## src/rtl/mdio_pkg.sv

```systemverilog
package mdio_pkg;

  localparam int PRE_BITS    = 32;
  localparam int WR_CMD_BITS = 32;
  localparam int RD_CMD_BITS = 14;
  localparam int DATA_BITS   = 16;
  localparam int ADDR_BITS   = 5;
  localparam int FRAME_BITS  = PRE_BITS + WR_CMD_BITS;
  localparam int CNT_W       = $clog2(FRAME_BITS);

  localparam logic [ADDR_BITS-1:0] REG_STATUS = 5'd1;
  localparam logic [ADDR_BITS-1:0] REG_ID_HI  = 5'd2;
  localparam logic [ADDR_BITS-1:0] REG_ID_LO  = 5'd3;
  localparam logic [ADDR_BITS-1:0] SCAN_FIRST = 5'd1;

  typedef enum logic [3:0] {
    E_IDLE, E_DLOW, E_DHIGH, E_FIN, E_TLOW, E_THIGH,
    E_RLOW, E_RHIGH, E_ELOW, E_EHIGH
  } eng_state_e;

  typedef enum logic [1:0] {S_IDLE, S_ISSUE, S_WAIT} scan_state_e;

  typedef enum logic [1:0] {
    STEP_STAT_A, STEP_STAT_B, STEP_ID_HI, STEP_ID_LO
  } scan_step_e;

  function automatic logic [FRAME_BITS-1:0] build_frame(
    input logic                 wr,
    input logic [ADDR_BITS-1:0] phy,
    input logic [ADDR_BITS-1:0] ra,
    input logic [DATA_BITS-1:0] d
  );
    if (wr)
      build_frame = {{PRE_BITS{1'b1}}, 2'b01, 2'b01, phy, ra, 2'b10, d};
    else
      build_frame = {{PRE_BITS{1'b1}}, 2'b01, 2'b10, phy, ra, 18'h0};
  endfunction

endpackage

```

## src/rtl/mdio_tick.sv

```systemverilog
module mdio_tick #(
  parameter int HALF_DIV = 40
) (
  input  logic clk,
  input  logic rst,
  input  logic clear,
  input  logic run,
  output logic tick
);
  generate
    if (HALF_DIV <= 1) begin : g_direct
      assign tick = run;
    end else begin : g_count
      localparam int CW = $clog2(HALF_DIV);
      logic [CW-1:0] cnt;
      assign tick = run && (cnt == CW'(HALF_DIV - 1));
      always_ff @(posedge clk) begin
        if (rst || clear || !run) cnt <= '0;
        else if (tick)            cnt <= '0;
        else                      cnt <= cnt + 1'b1;
      end
    end
  endgenerate
endmodule

```

## src/rtl/mdio_frame_engine.sv

```systemverilog
module mdio_frame_engine
  import mdio_pkg::*;
(
  input  logic                 clk,
  input  logic                 rst,
  input  logic                 start,
  input  logic                 wr,
  input  logic [ADDR_BITS-1:0] phy,
  input  logic [ADDR_BITS-1:0] regad,
  input  logic [DATA_BITS-1:0] wdata,
  input  logic                 tick,
  input  logic                 mdio_i,
  output logic                 busy,
  output logic                 done,
  output logic                 ack,
  output logic [DATA_BITS-1:0] rdata,
  output logic                 mdc,
  output logic                 mdio_o,
  output logic                 mdio_oe
);
  localparam logic [CNT_W-1:0] WR_LAST = CNT_W'(PRE_BITS + WR_CMD_BITS - 1);
  localparam logic [CNT_W-1:0] RD_LAST = CNT_W'(PRE_BITS + RD_CMD_BITS - 1);
  localparam logic [CNT_W-1:0] DT_LAST = CNT_W'(DATA_BITS - 1);

  eng_state_e               st;
  logic [FRAME_BITS-1:0]    sr;
  logic [CNT_W-1:0]         cnt;
  logic                     is_rd;
  logic                     ack_bit;
  logic [DATA_BITS-1:0]     shin;
  logic [FRAME_BITS-1:0]    frame_new;

  assign frame_new = build_frame(wr, phy, regad, wdata);
  assign busy      = (st != E_IDLE);

  always_ff @(posedge clk) begin
    if (rst) begin
      st      <= E_IDLE;
      sr      <= '0;
      cnt     <= '0;
      is_rd   <= 1'b0;
      ack_bit <= 1'b0;
      shin    <= '0;
      done    <= 1'b0;
      ack     <= 1'b0;
      rdata   <= '0;
      mdc     <= 1'b0;
      mdio_o  <= 1'b0;
      mdio_oe <= 1'b0;
    end else begin
      done <= 1'b0;
      if (st == E_IDLE) begin
        if (start) begin
          sr      <= frame_new;
          cnt     <= wr ? WR_LAST : RD_LAST;
          is_rd   <= ~wr;
          mdio_o  <= frame_new[FRAME_BITS-1];
          mdio_oe <= 1'b1;
          mdc     <= 1'b0;
          st      <= E_DLOW;
        end
      end else if (tick) begin
        case (st)
          E_DLOW: begin
            mdc <= 1'b1;
            st  <= E_DHIGH;
          end
          E_DHIGH: begin
            mdc <= 1'b0;
            if (cnt == '0) begin
              st <= E_FIN;
            end else begin
              sr     <= {sr[FRAME_BITS-2:0], 1'b0};
              mdio_o <= sr[FRAME_BITS-2];
              cnt    <= cnt - 1'b1;
              st     <= E_DLOW;
            end
          end
          E_FIN: begin
            mdio_oe <= 1'b0;
            st      <= E_TLOW;
          end
          E_TLOW: begin
            mdc <= 1'b1;
            st  <= E_THIGH;
          end
          E_THIGH: begin
            mdc <= 1'b0;
            if (is_rd) begin
              ack_bit <= ~mdio_i;
              cnt     <= DT_LAST;
              st      <= E_RLOW;
            end else begin
              ack  <= 1'b1;
              done <= 1'b1;
              st   <= E_IDLE;
            end
          end
          E_RLOW: begin
            mdc <= 1'b1;
            st  <= E_RHIGH;
          end
          E_RHIGH: begin
            mdc  <= 1'b0;
            shin <= {shin[DATA_BITS-2:0], mdio_i};
            if (cnt == '0) begin
              st <= E_ELOW;
            end else begin
              cnt <= cnt - 1'b1;
              st  <= E_RLOW;
            end
          end
          E_ELOW: begin
            mdc <= 1'b1;
            st  <= E_EHIGH;
          end
          E_EHIGH: begin
            mdc   <= 1'b0;
            ack   <= ack_bit;
            rdata <= ack_bit ? shin : {DATA_BITS{1'b1}};
            done  <= 1'b1;
            st    <= E_IDLE;
          end
          default: st <= E_IDLE;
        endcase
      end
    end
  end
endmodule

```

## src/rtl/mdio_scan.sv

```systemverilog
module mdio_scan
  import mdio_pkg::*;
(
  input  logic                   clk,
  input  logic                   rst,
  input  logic                   go,
  input  logic                   eng_done,
  input  logic [DATA_BITS-1:0]   eng_rdata,
  output logic                   active,
  output logic                   req,
  output logic [ADDR_BITS-1:0]   req_phy,
  output logic [ADDR_BITS-1:0]   req_reg,
  output logic                   done,
  output logic                   found,
  output logic [ADDR_BITS-1:0]   addr,
  output logic [2*DATA_BITS-1:0] id
);
  scan_state_e          st;
  scan_step_e           step;
  logic [ADDR_BITS-1:0] cur;
  logic [DATA_BITS-1:0] id_hi;
  logic                 live;

  assign active  = (st != S_IDLE);
  assign req_phy = cur;
  assign live    = (eng_rdata != '0) && (eng_rdata != {DATA_BITS{1'b1}});

  always_comb begin
    case (step)
      STEP_ID_HI: req_reg = REG_ID_HI;
      STEP_ID_LO: req_reg = REG_ID_LO;
      default:    req_reg = REG_STATUS;
    endcase
  end

  always_ff @(posedge clk) begin
    if (rst) begin
      st    <= S_IDLE;
      step  <= STEP_STAT_A;
      cur   <= SCAN_FIRST;
      id_hi <= '0;
      req   <= 1'b0;
      done  <= 1'b0;
      found <= 1'b0;
      addr  <= '0;
      id    <= '0;
    end else begin
      done <= 1'b0;
      req  <= 1'b0;
      case (st)
        S_IDLE: begin
          if (go) begin
            cur  <= SCAN_FIRST;
            step <= STEP_STAT_A;
            st   <= S_ISSUE;
          end
        end
        S_ISSUE: begin
          req <= 1'b1;
          st  <= S_WAIT;
        end
        S_WAIT: begin
          if (eng_done) begin
            case (step)
              STEP_STAT_A: begin
                step <= STEP_STAT_B;
                st   <= S_ISSUE;
              end
              STEP_STAT_B: begin
                if (live) begin
                  step <= STEP_ID_HI;
                  st   <= S_ISSUE;
                end else if (cur == '0) begin
                  found <= 1'b0;
                  addr  <= '0;
                  id    <= '0;
                  done  <= 1'b1;
                  st    <= S_IDLE;
                end else begin
                  cur  <= cur + 1'b1;
                  step <= STEP_STAT_A;
                  st   <= S_ISSUE;
                end
              end
              STEP_ID_HI: begin
                id_hi <= eng_rdata;
                step  <= STEP_ID_LO;
                st    <= S_ISSUE;
              end
              default: begin
                found <= 1'b1;
                addr  <= cur;
                id    <= {id_hi, eng_rdata};
                done  <= 1'b1;
                st    <= S_IDLE;
              end
            endcase
          end
        end
        default: st <= S_IDLE;
      endcase
    end
  end
endmodule

```

## src/rtl/mdio_master.sv

```systemverilog
module mdio_master
  import mdio_pkg::*;
#(
  parameter int HALF_DIV = 40
) (
  input  logic        clk,
  input  logic        rst,
  input  logic        op_start,
  input  logic        op_write,
  input  logic [4:0]  op_phy,
  input  logic [4:0]  op_reg,
  input  logic [15:0] op_wdata,
  input  logic        scan_start,
  output logic        busy,
  output logic        op_done,
  output logic        op_ack,
  output logic [15:0] op_rdata,
  output logic        scan_done,
  output logic        scan_found,
  output logic [4:0]  scan_addr,
  output logic [31:0] scan_id,
  output logic        mdc,
  output logic        mdio_o,
  output logic        mdio_oe,
  input  logic        mdio_i
);
  logic                 eng_busy, eng_done, eng_ack, tick;
  logic [DATA_BITS-1:0] eng_rdata;
  logic                 scan_active, scan_req;
  logic [ADDR_BITS-1:0] scan_phy, scan_reg;
  logic                 host_go, scan_go, eng_start;
  logic                 e_wr;
  logic [ADDR_BITS-1:0] e_phy, e_reg;

  assign busy      = eng_busy | scan_active;
  assign scan_go   = scan_start & ~busy;
  assign host_go   = op_start & ~busy & ~scan_start;
  assign eng_start = host_go | scan_req;
  assign e_wr      = scan_active ? 1'b0     : op_write;
  assign e_phy     = scan_active ? scan_phy : op_phy;
  assign e_reg     = scan_active ? scan_reg : op_reg;

  mdio_tick #(.HALF_DIV(HALF_DIV)) u_tick (
    .clk(clk), .rst(rst), .clear(eng_start), .run(eng_busy), .tick(tick)
  );

  mdio_frame_engine u_eng (
    .clk(clk), .rst(rst), .start(eng_start), .wr(e_wr), .phy(e_phy),
    .regad(e_reg), .wdata(op_wdata), .tick(tick), .mdio_i(mdio_i),
    .busy(eng_busy), .done(eng_done), .ack(eng_ack), .rdata(eng_rdata),
    .mdc(mdc), .mdio_o(mdio_o), .mdio_oe(mdio_oe)
  );

  mdio_scan u_scan (
    .clk(clk), .rst(rst), .go(scan_go), .eng_done(eng_done),
    .eng_rdata(eng_rdata), .active(scan_active), .req(scan_req),
    .req_phy(scan_phy), .req_reg(scan_reg), .done(scan_done),
    .found(scan_found), .addr(scan_addr), .id(scan_id)
  );

  always_ff @(posedge clk) begin
    if (rst) begin
      op_done  <= 1'b0;
      op_ack   <= 1'b0;
      op_rdata <= '0;
    end else begin
      op_done <= eng_done & ~scan_active;
      if (eng_done && !scan_active) begin
        op_ack   <= eng_ack;
        op_rdata <= eng_rdata;
      end
    end
  end
endmodule

```

## config.mk

```make
export PLATFORM = sky130hd
export DESIGN_NAME = mdio_master
export DESIGN_NICKNAME = d
export VERILOG_FILES = /design/src/rtl/mdio_pkg.sv /design/src/rtl/mdio_tick.sv /design/src/rtl/mdio_frame_engine.sv /design/src/rtl/mdio_scan.sv /design/src/rtl/mdio_master.sv
export SDC_FILE = /design/constraint.sdc
export NUM_CORES = 1
export LEC_CHECK = 0
export ABC_AREA = 1
export CAP_MARGIN = 20
export CORE_ASPECT_RATIO = 1.2
export CORE_MARGIN = 4
export CORE_UTILIZATION = 40
export DETAILED_ROUTE_END_ITERATION = 16
export PLACE_DENSITY = 0.56
export SLEW_MARGIN = 20
export SYNTH_ARGS = -nofsm -noshare
export SYNTH_HDL_FRONTEND = slang
export SYNTH_SLANG_ARGS = --single-unit
```

## constraint.sdc

```tcl
create_clock -name clk -period 4.7 [get_ports clk]
set_input_delay 0.705 -clock clk [delete_from_list [all_inputs] [get_ports clk]]
set_output_delay 0.705 -clock clk [all_outputs]
set_load 0.01 [all_outputs]
```

==> key figures <==
Finish
  • # fillers: 2035
  • N_diodes: 0
  • Top flop regs: u_eng.sr (63), u_scan.id (32)
  • Sequential Area: 4024 sq um
  • Reg with most FFs: u_eng.sr
  • Area of the multi-input gates: 3646 sq um
  • Syn-to-layout area delta: 19.95%
  • Share of layout cells above drive strength 1: 5.542%
  • Max FFs per register: 63
  • Nets: 1255

Clock network
  • Post-CTS Hold Buffers: 0
  • H-tree Lvls: 1
  • Root Driver: clkbuf_16
  • Post-CTS Setup Bufs: 0
  • TritonCTS clock tree: built
  • Later-pin clock latency in the skew report: 0.50 ns
  • TritonCTS Buffers: 22
  • CTS Buffer Depth: 3
  • Cts repair resizes: 0
  • Clock transition at path regs: 0.06 ns
  • Total clock sinks: 201

Synth
  • Distinct cells, synth: 42
  • Avg Inst Size Synth: 7.280 sq um
  • Synth Register Bits: 201
  • Top-area cell type share of the netlist area: 47.81%
  • Post-synth net total: 1198
  • Post-synth ARST share: 0%
  • EDFF count, synth: 0
  • Post-synth top cells: nand2_1, dfxtp_1, a21oi_1, o21ai_0, nor2_1
  • Post-synthesis sequential area ratio: 47.81%
  • Yosys top cell by area: dfxtp_1
  • Top-count cell post-synth: nand2_1
  • Top cells by area, synth: dfxtp_1, nand2_1, a21oi_1
  • Ys flop type: dfxtp_1
  • Warnings from Yosys: 0
  • Post-Syn Area: 8416 sq um
  • Synthesized netlist cell count: 1156

Pwr
  • Total power: 5.733 mW
  • P_leak: 3.897 nW
  • Net Switching: 2.126 mW
  • Int Pwr: 3.607 mW
  • Clock share of power: 28.4%
  • Part of the power in registers: 38.4%
  • Switch share: 37.09%
  • Pwr per Cell Area: 567.9 nW/um^2
  • Comb power frac: 33.2%
  • Maximum vdd drop: 0.2923 mV

Detailed routing
  • DR WL/cell: 14.19 um
  • Router iterations before antenna repair: 5
  • Detail Route Antenna Nets: 0
  • Total Wirelength: 21170 um
  • # DRC: 0
  • Vias/cell: 4.964
  • Via count: 7407
  • 1st-iter DRT viols: 505

Critical path
  • Worst R2R End: u_eng.shin[1]
  • Worst setup EP type: output pin
  • WP data required: 3.99 ns
  • Buf+Inv Stages, Crit Path: 2
  • Largest stage delay, worst path: 0.54 ns
  • Max FO, Critical Path: 45
  • Slowest CP cell: clkdlybuf4s50_1
  • RR Startpoint: u_eng.st[1]
  • Data arrival, critical path: 2.39 ns
  • Crit path kind: reg -> out
  • CP top delay family: buffers and inverters
  • Crit path cell chain: nor2_4 -> nand2_4 -> inv_4 -> nand2_1 -> clkdlybuf4s50_1
  • Startpoint types: register
  • Reg2Reg Depth: 7
  • R2r setup slk: 1.92 ns

Worst hold path
  • HP Start: u_eng.sr[6]
  • Min-Delay Path Class: reg -> reg
  • End of the worst hold path: u_eng.sr[6]
  • Worst hold stages: 2

Timing
  • Skew final: 0.01805 ns
  • Tcrit/Tclk final: 65.82%
  • Final Hold Vio Count: 0
  • Setup violators final: 0
  • Setup TNS: 0 ns
  • Rel. slew slack: 30.79%
  • Crit path time final: 3.094 ns
  • RSZ-0062 raised after global routing: no
  • Peak Freq: 323.2 MHz
  • Slew Limit Fails: 0
  • Worst-margin pin slew: 1.038 ns

Die
  • Die Y: 166.9 um
  • Num ports: 93
  • Row Count: 57
  • Chip width: 140.4 um
  • Starting density of the core: 41.11%
  • Core area: 20470 sq um
  • Die Area: 23430 sq um

Global routing
  • Vias in the first global route: 7070
  • Largest net degree at the start of global routing: 124
  • First-pass GRT wire length: 35540 um
  • Total grt overflow: 0
  • Initial antenna violation count: 0
  • All-layer global routing usage: 17.64%

Placed design
  • DP Wirelength: 13270 um
  • GP Congestion: 0.7917
  • Number of buffers added on ports: 92

Flow run
  • Max cap viols: 0

Outcome
  • Outcome: finished clean
## metrics by stage
| stage | cells | setup WS (ns) | util [%] | hold WS [ns] | cell area (sq um) |
|---|---|---|---|---|---|
| floorplan | 1156 | 2.927 | - | 0.4245 | 8416 |
| global placement | 1454 | 1.718 | 45.93 | 0.4357 | 9402 |
| detailed placement | 1454 | 1.724 | 45.93 | 0.4428 | 9402 |
| CTS | 1492 | 1.549 | 49.28 | 0.4501 | 10090 |
| global route | 1492 | 1.417 | 49.32 | 0.4589 | 10090 |
| finish | 1492 | 1.606 | 49.32 | 0.4474 | 10090 |
## worst max-delay path by stage
stage                     start      endpoint  cells past startpoint
finish              u_eng.st[1]          busy                      5
global route        u_eng.st[0]          busy                      5
CTS                 u_eng.st[1]          busy                      5
detailed placement   scan_start  u_eng.sr[62]                     10
global placement     scan_start  u_eng.sr[62]                     10
floorplan            scan_start  u_eng.sr[55]                     10
## power by group through the flow
| stage | registers (mW) | logic, mW | clock network, mW |
|---|---|---|---|
| floorplan | 2.21 | 1.59 | 0 |
| global route | 2.24 | 2.23 | 1.75 |
| CTS | 2.20 | 1.92 | 1.68 |
| global placement | 2.23 | 1.91 | 0 |
| finish | 2.20 | 1.90 | 1.63 |
| detailed placement | 2.24 | 1.91 | 0 |
## cells by family (layout without fill, tap and decap cells)
family | Yosys count | after routing | share of synthesized area [%]
flops | 201 | 201 | 47.81
xor+xnor | 5 | 5 | 0.5203
fa+ha+maj | 10 | 10 | 1.487
compound gates | 329 | 329 | 20.00
buf+inv | 183 | 254 | 8.995
simple gates | 428 | 428 | 21.19
## worst register-to-register path, stage by stage, from the launching register on
cell and delay (ns):
dfxtp_1 0.49, nor2_4 0.07, nand2_4 0.38, nand4_1 0.35, inv_1 0.56, nand2_1 0.52
nand2_1 0.17, a21oi_1 0.07
## per-layer routing
layer / share of wire [%] / vias to the layer above / wire, um / GRT usage [%]
li1: - / 3855 / - / -
met1: 48 / 3379 / 10210 / 24.14
met2: 46 / 145 / 9635 / 29.02
met3: 4.7 / 28 / 996 / 3.155
met4: 1.6 / 0 / 331 / 4.130
met5: 0 / - / 0 / 0
## cells in the final DEF (no fill, tap or decap), types with 2 or more instances in the layout
master and instances:
nor3_1 4, nor3_2 2, ha_1 10, a21oi_1 161
clkbuf_8 5, o21ai_1 14, nor2_2 5, o22ai_1 5
buf_4 6, o21ai_0 139, inv_4 2, clkinv_2 3
dfxtp_1 201, clkdlybuf4s50_1 91, nor2_1 121, nand3_1 34
clkbuf_1 6, nand4_1 11, inv_1 108, nand2_1 236
nor2_4 4, a31oi_1 3, nand2_4 2, and3_1 2
clkbuf_16 22, xor2_1 4, inv_2 7
## final cells by class
cell class | instances | area share [%]
clock buffer | 33 | 6.358
timing repair buffer | 98 | 9.519
multi-input combinational | 772 | 36.12
inverter | 118 | 4.437
clock inverter | 5 | 0.4214
tap | 265 | 3.285
sequential | 201 | 39.86
Note: power is estimated with default switching activity, not from simulation.
